[src/rtl/ws_pkg.sv]
package ws_pkg;

  parameter int WS_CNT_W   = 5;
  parameter int NUM_RGN    = 16;
  parameter int NUM_WIN    = 3;
  parameter int WIN_BASE   = 8;
  parameter int SAVE_RGN   = 14;
  parameter int NS_LSB     = 2;
  parameter int SQ_BIT     = 4;
  parameter int FIELD_STEP = 3;
  parameter int PF_BIT     = 14;

  typedef struct packed {
    logic [WS_CNT_W-1:0] ns;
    logic [WS_CNT_W-1:0] sq;
  } ws_pair_t;

  function automatic logic [WS_CNT_W-1:0] ns_map(input logic [1:0] code);
    case (code)
      2'd0:    return WS_CNT_W'(4);
      2'd1:    return WS_CNT_W'(3);
      2'd2:    return WS_CNT_W'(2);
      default: return WS_CNT_W'(8);
    endcase
  endfunction

  function automatic logic [WS_CNT_W-1:0] sq_map(input int win, input logic fast);
    if (fast) return WS_CNT_W'(1);
    return WS_CNT_W'(2 << win);
  endfunction

  function automatic ws_pair_t fixed_pair(input int rgn);
    ws_pair_t p;
    p.ns = (rgn == 2) ? WS_CNT_W'(2) : '0;
    p.sq = p.ns;
    return p;
  endfunction

endpackage

[src/rtl/ws_ctl_reg.sv]
module ws_ctl_reg #(
  parameter int CTL_W = 16
) (
  input  logic             clk,
  input  logic             rst,
  input  logic             wr,
  input  logic [CTL_W-1:0] wdata,
  output logic [10:0]      fields,
  output logic             pf_en
);
  logic [10:0] fld_q;
  logic        pf_q;
  logic        unused_rsvd;

  assign unused_rsvd = ^{wdata[CTL_W-1], wdata[13:11]};

  always_ff @(posedge clk) begin
    if (rst) begin
      fld_q <= '0;
      pf_q  <= 1'b0;
    end else if (wr) begin
      fld_q <= wdata[10:0];
      pf_q  <= wdata[ws_pkg::PF_BIT];
    end
  end

  assign fields = fld_q;
  assign pf_en  = pf_q;
endmodule

[src/rtl/ws_region_table.sv]
module ws_region_table
  import ws_pkg::*;
#(
  parameter int RGN_W = 8
) (
  input  logic [10:0]      fields,
  input  logic [RGN_W-1:0] rgn,
  output ws_pair_t         pair
);
  ws_pair_t tbl [NUM_RGN];

  for (genvar r = 0; r < NUM_RGN; r++) begin : g_rgn
    if (r >= WIN_BASE && r < WIN_BASE + 2*NUM_WIN) begin : g_win
      localparam int W = (r - WIN_BASE) / 2;
      assign tbl[r].ns = ns_map(fields[NS_LSB + FIELD_STEP*W +: 2]);
      assign tbl[r].sq = sq_map(W, fields[SQ_BIT + FIELD_STEP*W]);
    end else if (r == SAVE_RGN) begin : g_save
      assign tbl[r].ns = ns_map(fields[1:0]);
      assign tbl[r].sq = ns_map(fields[1:0]);
    end else begin : g_fixed
      assign tbl[r] = fixed_pair(r);
    end
  end

  logic in_range;
  assign in_range = (rgn < RGN_W'(NUM_RGN));

  always_comb begin
    pair = '0;
    if (in_range) pair = tbl[rgn[$clog2(NUM_RGN)-1:0]];
  end
endmodule

[src/rtl/ws_cost.sv]
module ws_cost
  import ws_pkg::*;
(
  input  ws_pair_t            pair,
  input  logic                hit,
  input  logic                wide,
  input  logic                seq,
  output logic [WS_CNT_W-1:0] cost
);
  always_comb begin
    if (!hit)
      cost = '0;
    else if (!wide)
      cost = seq ? pair.sq : pair.ns;
    else if (seq)
      cost = (pair.sq << 1) + WS_CNT_W'(1);
    else
      cost = pair.ns + pair.sq + WS_CNT_W'(1);
  end
endmodule

[src/rtl/ws_stall_ctr.sv]
module ws_stall_ctr #(
  parameter int CNT_W = 5
) (
  input  logic             clk,
  input  logic             rst,
  input  logic             start,
  input  logic [CNT_W-1:0] cost,
  output logic             stall,
  output logic             done
);
  logic             busy_q;
  logic             fin_q;
  logic [CNT_W-1:0] left_q;

  always_ff @(posedge clk) begin
    if (rst) begin
      busy_q <= 1'b0;
      fin_q  <= 1'b0;
      left_q <= '0;
    end else begin
      fin_q <= 1'b0;
      if (busy_q) begin
        if (left_q == CNT_W'(1)) begin
          busy_q <= 1'b0;
          fin_q  <= 1'b1;
        end else begin
          left_q <= left_q - CNT_W'(1);
        end
      end else if (start && cost != '0) begin
        busy_q <= 1'b1;
        left_q <= cost;
      end
    end
  end

  assign stall = busy_q;
  assign done  = fin_q | (start & ~busy_q & (cost == '0));
endmodule

[src/rtl/mem_wait_gen.sv]
module mem_wait_gen
  import ws_pkg::*;
#(
  parameter int RGN_W = 8,
  parameter int CTL_W = 16
) (
  input  logic             clk,
  input  logic             rst,
  input  logic             ctl_wr,
  input  logic [CTL_W-1:0] ctl_wdata,
  input  logic             acc_start,
  input  logic [RGN_W-1:0] acc_rgn,
  input  logic             acc_wide,
  input  logic             acc_seq,
  output logic             stall_o,
  output logic             done_o,
  output logic             pf_en_o
);
  logic [10:0]         fields;
  ws_pair_t            pair;
  logic                hit;
  logic [WS_CNT_W-1:0] cost;

  ws_ctl_reg #(.CTL_W(CTL_W)) u_ctl (
    .clk(clk), .rst(rst), .wr(ctl_wr), .wdata(ctl_wdata),
    .fields(fields), .pf_en(pf_en_o)
  );

  ws_region_table #(.RGN_W(RGN_W)) u_tbl (
    .fields(fields), .rgn(acc_rgn), .pair(pair)
  );

  assign hit = (acc_rgn < RGN_W'(NUM_RGN));

  ws_cost u_cost (
    .pair(pair), .hit(hit), .wide(acc_wide), .seq(acc_seq), .cost(cost)
  );

  ws_stall_ctr #(.CNT_W(WS_CNT_W)) u_ctr (
    .clk(clk), .rst(rst), .start(acc_start), .cost(cost),
    .stall(stall_o), .done(done_o)
  );
endmodule

[config.mk]
export PLATFORM = sky130hd
export DESIGN_NAME = mem_wait_gen
export DESIGN_NICKNAME = d
export VERILOG_FILES = /design/src/rtl/ws_pkg.sv /design/src/rtl/ws_ctl_reg.sv /design/src/rtl/ws_region_table.sv /design/src/rtl/ws_cost.sv /design/src/rtl/ws_stall_ctr.sv /design/src/rtl/mem_wait_gen.sv
export SDC_FILE = /design/constraint.sdc
export NUM_CORES = 1
export LEC_CHECK = 0
export ABC_CLOCK_PERIOD_IN_PS = 11400
export CAP_MARGIN = 20
export CORE_ASPECT_RATIO = 1.25
export CORE_MARGIN = 4
export CORE_UTILIZATION = 25
export DETAILED_ROUTE_END_ITERATION = 12
export DONT_BUFFER_PORTS = 1
export GPL_TIMING_DRIVEN = 1
export SYNTH_ARGS = -nofsm -noshare
export SYNTH_HDL_FRONTEND = slang
export SYNTH_SLANG_ARGS = --single-unit
[constraint.sdc]
create_clock -name clk -period 11.4 [get_ports clk]
set_clock_uncertainty 0.2 [all_clocks]
set_input_delay 1.14 -clock clk [delete_from_list [all_inputs] [get_ports clk]]
set_output_delay 1.14 -clock clk [all_outputs]
set_load 0.02 [all_outputs]
# After elaboration in Yosys (flattened, before gate mapping)
# Cells that the tools add are included.
# Widths: inputs -> output; s select.
# op_classes
reduce_logical	10
multipliers	0
shift	0
addsub	4
div_mod_pow	0
n_eq_ne	10
mux	28
bitwise	5
n_lt_le_gt_ge	2
# op_table
cell	n
$mux 5	13
$pmux 4 s3	4
$bmux 10 s4	1
$mux 10	3
$add 5x1->5 const B	2
$eq 2x1->1 const B	4
$eq 2x2->1 const B	4
$logic_not 2->1	4
$lt 8x5->1 const B	1
$mux 1	7
$add 5x5->5	1
$eq 5x1->1 const B	1
$ge 5x5->1 const B	1
$logic_not 5->1	1
$not 4->5	1
$reduce_bool 5->1	1
$sub 5x1->5 const B	1
$and 1x1->1	2
$ne 2x2->1 const B	1
$reduce_and 2->1	1
$reduce_bool 2->1	1
$reduce_or 2->1	1
$logic_and 1x1->1	1
$not 1->1	1
$or 1x1->1	1
# word_totals
wordCells	64
output_inout_bits	3
romBits	0
latch_bits	0
in_bits	30
regBits	19
ramBits	0
n_memories	0

# Logic depth before layout (Yosys ltp)
# Gate-level depths: netlist of run 1.
# logic_depth
ltp_word	15
depth_mapped	15
depth_no_buf	15

# Modules after synthesis
# A second synthesis of run 1 with hierarchy kept.
# unflattened
cells_unflattened	194
area_unflattened_um2	1690.4
# modules_own_cells
module	n_inst	cells_each	area_per_inst_um2	seq_area_each_um2
ws_region_table	1	66	493.0	0.0
ws_stall_ctr	1	51	452.9	140.1
ws_ctl_reg	1	38	420.4	240.2
ws_cost	1	38	311.5	0.0
mem_wait_gen	1	1	12.5	0.0

# Worst setup path after synthesis of run 1
# No wires, ideal clock.
# synth_timing
kind	input-to-output
start	in acc_rgn[7]
end	out done_o
arrival_time_ps	4016
path_buffers	0
required_time_ps	10060
setup_slack_ps	6044
cell_stages	11
path_cell_list	nor4_2 o211ai_1 or2_2 ha_1 inv_1 fa_1 nor2b_1 a31oi_1 o22ai_1 or4_4 o21bai_1
# synth_between
elab_chain_cells	10
elab_cells_between_ends	12
classes_between	add/sub (3); order compare (1); mux (5); bitwise (2); reduce/logical (1)
# synth_rtl
element	line_no	text
from (decl)	mem_wait_gen.sv:12	input logic [RGN_W-1:0] acc_rgn,
$lt 8x5->1 *	ws_region_table.sv:26, mem_wait_gen.sv:33	
$mux 10	ws_region_table.sv:30	if (in_range) pair = tbl[rgn[$clog2(NUM_RGN)-1:0]];
$add 5x5->5	ws_cost.sv:18	cost = pair.ns + pair.sq + WS_CNT_W'(1);
$add 5x1->5	ws_cost.sv:18	
$mux 5	ws_cost.sv:15	else if (seq)
$mux 5	ws_cost.sv:13	else if (!wide)
$mux 5 *	ws_cost.sv:11	if (!hit)
$logic_not 5->1 *	ws_stall_ctr.sv:37	assign done = fin_q | (start & ~busy_q & (cost == '0));
$and 1x1->1 *	ws_stall_ctr.sv:37	
$or 1x1->1 *	ws_stall_ctr.sv:37	
to (decl)	mem_wait_gen.sv:16	output logic done_o,
# Mark *: on every way between the ends. The rest lies on a longest branch, timed or not.

# Worst setup path in the final report of run 1
# layout_timing
start	in acc_rgn[0]
end	out done_o
# layout_between
elab_chain_cells	13
elab_cells_between_ends	16
classes_between	add/sub (3); order compare (1); mux (8); bitwise (3); reduce/logical (1)
# layout_rtl
element	line_no
$not 4->5 (implied by the code)	ws_region_table.sv:30
$bmux 10 s4	ws_region_table.sv:30
$mux 10 (implied by the code) (2 in series)	ws_region_table.sv:30
$mux 10	ws_region_table.sv:30
$add 5x5->5	ws_cost.sv:18
$add 5x1->5	ws_cost.sv:18
$mux 5	ws_cost.sv:15
$mux 5	ws_cost.sv:13
$mux 5 *	ws_cost.sv:11
$logic_not 5->1 *	ws_stall_ctr.sv:37
$and 1x1->1 *	ws_stall_ctr.sv:37
$or 1x1->1 *	ws_stall_ctr.sv:37
# Mark *: on every way between the ends. The rest lies on a longest branch, timed or not. The select of a mux whose other input is x is not followed.

==> results.py, run 1 <==
metrics = {
    "floorplanning": {
        "dieArea_um2": 7920,
        "io_pins": 33,
        "initial_utilization": 0.261,
        "std_cell_rows": 32,
        "core_area_um2": 6290,
        "die_h_um": 98.5,
        "dieWidth_um": 80.4,
    },
    "detailed_routing": {
        "ant_nets": 0,
        "finalWirelength_um": 3860,
        "first_pass_iters": 4,
        "num_vias": 1373,
        "wl_per_cell_um": 14.2,
        "dr.first_iter.drc_count": 95,
        "drcViolationCount": 0,
        "via_per_inst": 5.05,
    },
    "critical_path": {
        "end_kind": "primary output",
        "worstSetupStartpoint": "acc_rgn[0]",
        "cp_slowest_cell": "or4_4",
        "cp.required_ns": 10.06,
        "path_class": "in -> out",
        "rr_startpoint": "u_ctl.fields[0]",
        "critPathLaunchType": "input pin",
        "worstPathMaxFanout": 7,
        "max_stage_delay_ns": 0.52,
        "crit_chain": "and4b_4, or4_4, and3_2, fa_1, a21o_1, a211oi_1, a211oi_1, o21bai_1, or4_4, o21bai_1",
        "cp.arrival_ns": 4.11,
    },
    "clocking": {
        "postCtsSetupBuffers": 0,
        "cts_buffers": 3,
        "path_clk_slew_ns": 0.08,
        "cts_resized": 0,
        "ctsHtreeMaxLevel": 1,
        "ctsHoldBuffers": 0,
        "clock_latency_ns": 0.26,
        "cts_tree": "built",
        "clkSinkCount": 19,
        "ctsLongestPathBuffers": 2,
        "root_buffer": "clkbuf_8",
    },
    "layout": {
        "fillers": 688,
        "num_antenna_cells": 0,
        "post_route_cells_drive_above_1_share": 0.112,
        "regArea_um2": 380,
        "multi_input_area_um2": 1150,
        "area_growth_pct": 7.33,
        "layout.nets": 237,
    },
    "global_route": {
        "grt_first_pass_wirelength_um": 6430,
        "grt_use_total": 0.101,
        "antenna_found_initial": 0,
        "first_global_vias": 1383,
        "grt_overflow_total": 0,
        "grt_max_degree": 20,
    },
    "status": {
        "status": "completed",
    },
    "timing": {
        "tns_ns": 0,
        "worstMarginPinSlew_ns": 0.641,
        "rsz0062_at_grt": "false",
        "slew_headroom": 0.562,
        "finalCritPeriodShare": 0.478,
        "setup_viol": 0,
        "hold_violations": 0,
        "final_max_slew_viol_count": 0,
        "period_needed_ns": 5.45,
        "max_freq_mhz": 184,
    },
    "worst_hold_path": {
        "holdCritPathClass": "reg -> reg",
        "hp-start": "u_ctr.left_q[3]",
    },
    "placed_design": {
        "hpwlAfterDp_um": 3100,
        "place_congestion": 0.904,
        "port_buffers": 0,
    },
    "synth": {
        "postSynthCellCount": 190,
        "mappedNetlistNets": 239,
        "seq_area_frac_synth": 0.232,
        "ys.flop_type": "dfxtp_1",
        "async_flop_share": 0,
        "synth_edf_count": 0,
        "ys_ff_latch": 19,
        "yosysWarnings": 0,
        "syn_area_per_cell_um2": 8.63,
        "synth_cell_types": 58,
        "netlist_area_um2": 1640,
    },
    "power_and_ir_drop": {
        "finalPower_mw": 0.148,
        "powerDensity_nw_per_um2": 84.4,
        "ir_drop_uv": 39.8,
        "p_leak_nw": 0.742,
    },
    "job": {
        "maxCapViolations": 0,
    },
}
==> cell usage after synthesis, drive strengths merged, types with 3 or more instances <==
cell type,n,area (um^2)
buf,7,36.3
mux2i,13,130
nor2b,7,43.8
ha,18,225
and3b,3,28.8
nand2,9,33.8
inv,17,63.8
or4,3,30.0
o211ai,4,30.0
and3,3,20.0
o21ai,3,15.0
nor2,25,93.8
a21oi,5,28.8
o21a,3,22.5
a31oi,3,18.8
a211oi,4,30.0
dfxtp,19,380
==> registers in the layout, indices dropped and copies added (netlist names) <==
name and cells:
u_ctr.left_q 5, u_ctr.fin_q 1, u_ctl.pf_en 1, u_ctl.fields 11, u_ctr.stall 1
==> final timing paths <==
check	to	slack, ns	cells past startpoint
setup reg to reg	u_ctr.left_q[4]	7.30	13
hold reg to reg	u_ctr.left_q[3]	0.31	2
hold / removal	u_ctr.left_q[3]	0.31	2
setup / recovery	done_o	5.95	10
==> cells in the final DEF (no fill, tap or decap), drive strengths merged, types with 2 or more instances in the layout <==
cell / n
a21oi: 5
a211oi: 4
inv: 17
nand2: 9
nor4b: 2
mux2: 2
and3b: 3
clkbuf: 3
o32ai: 2
o21ai: 3
and3: 3
nor4: 2
o41ai: 2
o21a: 3
o2111a: 2
nor3: 2
a31oi: 3
o21bai: 2
o211ai: 4
or4: 3
nand4: 2
nor2: 25
mux4: 2
ha: 18
nand3: 2
dfxtp: 19
mux2i: 13
nor2b: 7
==> layout make-up <==
class | instances | share of cell area
multi-input cells | 146 | 0.656
flip-flops and latches | 19 | 0.216
well taps | 85 | 0.0605
inverters | 17 | 0.0363
clock buffers | 3 | 0.0235
repair buffers | 1 | 0.00427
clock inverters | 1 | 0.00284
==> metal layers <==
metal	up-vias	GRT usage	part of all wire	wire length, um
met3	8	0.0274	0.065	249
met4	0	0.0390	0.022	86
met2	34	0.168	0.48	1850
li1	689	-	-	-
met5	-	0	0	0
met1	642	0.123	0.43	1670
==> where the power goes <==
part           switching [mW]  internal (mW)  total [mW]  leakage [nW]
clock                  0.0245         0.0244      0.0489        0.0255
sequential            0.00380         0.0698      0.0736         0.156
combinational          0.0126         0.0134      0.0259         0.560
total                  0.0409          0.107       0.148         0.742
==> worst max-delay path: cells and delay by family <==
kind                       cells  cell delay [ns]
AOI/OAI and AO/OA              5             1.13
and+or+nand+nor                4             1.39
adders and majority gates      1             0.43
==> cell families after synthesis <==
logic type,share of synthesized area
XOR/XNOR,0.0107
AO/OA/AOI/OAI,0.205
AND/OR/NAND/NOR,0.219
multiplexers,0.121
buffers and inverters,0.0634
adder cells (fa/ha/maj),0.150
flip-flops,0.232
==> per-stage QoR <==
step / area (um^2) / instances / setup slack (ns) / util / hold slack, ns
2_1_floorplan: 1640 / 190 / 6.04 / - / 0.279
3_3_place_gp: 1710 / 268 / 5.95 / 0.272 / 0.303
3_5_place_dp: 1710 / 268 / 5.93 / 0.272 / 0.300
4_1_cts: 1760 / 272 / 5.93 / 0.280 / 0.311
5_1_grt: 1760 / 272 / 5.78 / 0.280 / 0.336
6_report: 1760 / 272 / 5.95 / 0.280 / 0.310
No activity file was read; power rests on OpenSTA's default activity.
==> run 2, diff against run 1 <==
- ABC_CLOCK_PERIOD_IN_PS: 11400 -> 5400
- clock period: 11.4 -> 5.4 ns (I/O delays scaled with it)
==> results.py, run 2 (synthesis results as in run 1) <==
metrics = {
    "clocking": {
        "clock_latency_ns": 0.27,
        "ctsHoldBuffers": 0,
        "root_buffer": "clkbuf_8",
        "cts_resized": 0,
        "clkSinkCount": 19,
        "cts_tree": "built",
        "cts_buffers": 3,
        "ctsLongestPathBuffers": 2,
        "ctsHtreeMaxLevel": 1,
        "postCtsSetupBuffers": 0,
        "path_clk_slew_ns": 0.08,
    },
    "floorplanning": {
        "dieArea_um2": 7920,
        "std_cell_rows": 32,
        "core_area_um2": 6290,
        "io_pins": 33,
        "dieWidth_um": 80.4,
        "die_h_um": 98.5,
        "initial_utilization": 0.261,
    },
    "layout": {
        "area_growth_pct": 7.33,
        "layout_commonest_cell": "nor2_1",
        "layout.nets": 237,
        "num_antenna_cells": 0,
        "post_route_cells_drive_above_1_share": 0.112,
        "most-common-layout-cells": "25 x nor2_1, 19 x dfxtp_1, 18 x ha_1",
        "largest_reg_flops": 11,
        "utilization": 0.280,
        "final_area_um2": 1760,
    },
    "power_and_ir_drop": {
        "powerDensity_nw_per_um2": 178,
        "p_leak_nw": 0.742,
        "ir_drop_uv": 114,
    },
    "worst_hold_path": {
        "holdCritPathClass": "in -> reg",
    },
    "timing": {
        "max_freq_mhz": 211,
        "period_needed_ns": 4.74,
        "finalCritPeriodShare": 0.878,
        "slew_headroom": 0.552,
        "final_max_slew_viol_count": 0,
        "tns_ns": 0,
        "setup_viol": 0,
        "worstMarginPinSlew_ns": 0.669,
        "rsz0062_at_grt": "false",
        "hold_violations": 0,
    },
    "critical_path": {
        "cp.required_ns": 4.66,
        "critPathLaunchType": "flip-flop",
        "worstPathMaxFanout": 4,
        "rr_startpoint": "u_ctl.fields[0]",
        "worstSetupStartpoint": "u_ctl.fields[0]",
        "end_kind": "primary output",
        "regToRegEndpoint": "u_ctr.left_q[4]",
        "crit_path_end": "done_o",
        "rrSetupSlack_ns": 1.33,
        "cp.arrival_ns": 4.00,
        "ff2ff_path_depth": 13,
        "path_class": "reg -> out",
    },
    "global_route": {
        "grt_first_pass_wirelength_um": 6420,
        "first_global_vias": 1389,
        "antenna_found_initial": 0,
        "grt_overflow_total": 0,
        "grt_max_degree": 20,
        "grt_use_total": 0.103,
    },
    "placed_design": {
        "place_congestion": 0.844,
        "hpwlAfterDp_um": 2960,
        "placed_cell_area_um2": 1710,
        "port_buffers": 0,
    },
    "detailed_routing": {
        "num_vias": 1346,
        "ant_nets": 0,
        "wl_per_cell_um": 13.6,
        "dr.first_iter.drc_count": 70,
        "first_pass_iters": 4,
        "via_per_inst": 4.95,
        "finalWirelength_um": 3690,
        "drcViolationCount": 0,
    },
    "job": {
        "maxCapViolations": 0,
    },
    "status": {
        "status": "completed",
    },
}
[run 2: routing by layer]
metal  GRT usage  part of all wire  vias to the layer above
met2       0.161              0.48                       39
met4      0.0546             0.028                        0
met5           0                 0                        -
li1            -                 -                      688
met3      0.0265             0.059                        8
met1       0.127              0.43                      611
[run 2: critical path: stages (launching register included)]
cell,delay (ns)
dfxtp_1,0.38
inv_1,0.06
ha_1,0.29
and4b_4,0.22
or4_4,0.52
and3_2,0.25
fa_1,0.42
a21o_1,0.20
a211oi_1,0.24
a211oi_1,0.10
o21bai_1,0.19
or4_4,0.44
o21bai_1,0.42
[run 2: stage by stage]
stage                     setup slack, ns  hold slack [ns]  std cells  total power, mW
after floorplan                      1.20            0.279        190            0.210
after global placement              0.982            0.302        268            0.211
after detailed placement            0.935            0.301        268            0.213
after CTS                           0.629            0.130        272            0.319
after global routing                0.421            0.122        272            0.333
final                               0.661            0.134        272            0.314
[run 2: worst min-delay path by stage]
| stage | start | to | slack (ns) | cells after the start |
|---|---|---|---|---|
| CTS | rst | u_ctr.stall | 0.13 | 1 |
| detailed placement | u_ctr.left_q[3] | u_ctr.left_q[3] | 0.30 | 2 |
| global placement | u_ctl.fields[9] | u_ctl.fields[9] | 0.30 | 2 |
| floorplan | u_ctr.left_q[3] | u_ctr.left_q[3] | 0.28 | 2 |
| finish | rst | u_ctr.stall | 0.13 | 1 |
| global route | rst | u_ctr.left_q[2] | 0.12 | 1 |
[run 2: final cells by class]
cell class / count / area [um^2]
Clock inverter: 1 / 5.00
Clock buffer: 3 / 41.3
Inverter: 17 / 63.8
Multi-Input combinational cell: 146 / 1150
Tap cell: 85 / 106
Fill cell: 681 / 4530
Sequential cell: 19 / 380
Timing Repair Buffer: 1 / 7.51
[run 2: report_power, final]
part           switching (mW)  total [mW]  internal (mW)
clock                  0.0532       0.105         0.0515
combinational          0.0259      0.0541         0.0282
sequential            0.00791       0.155          0.147
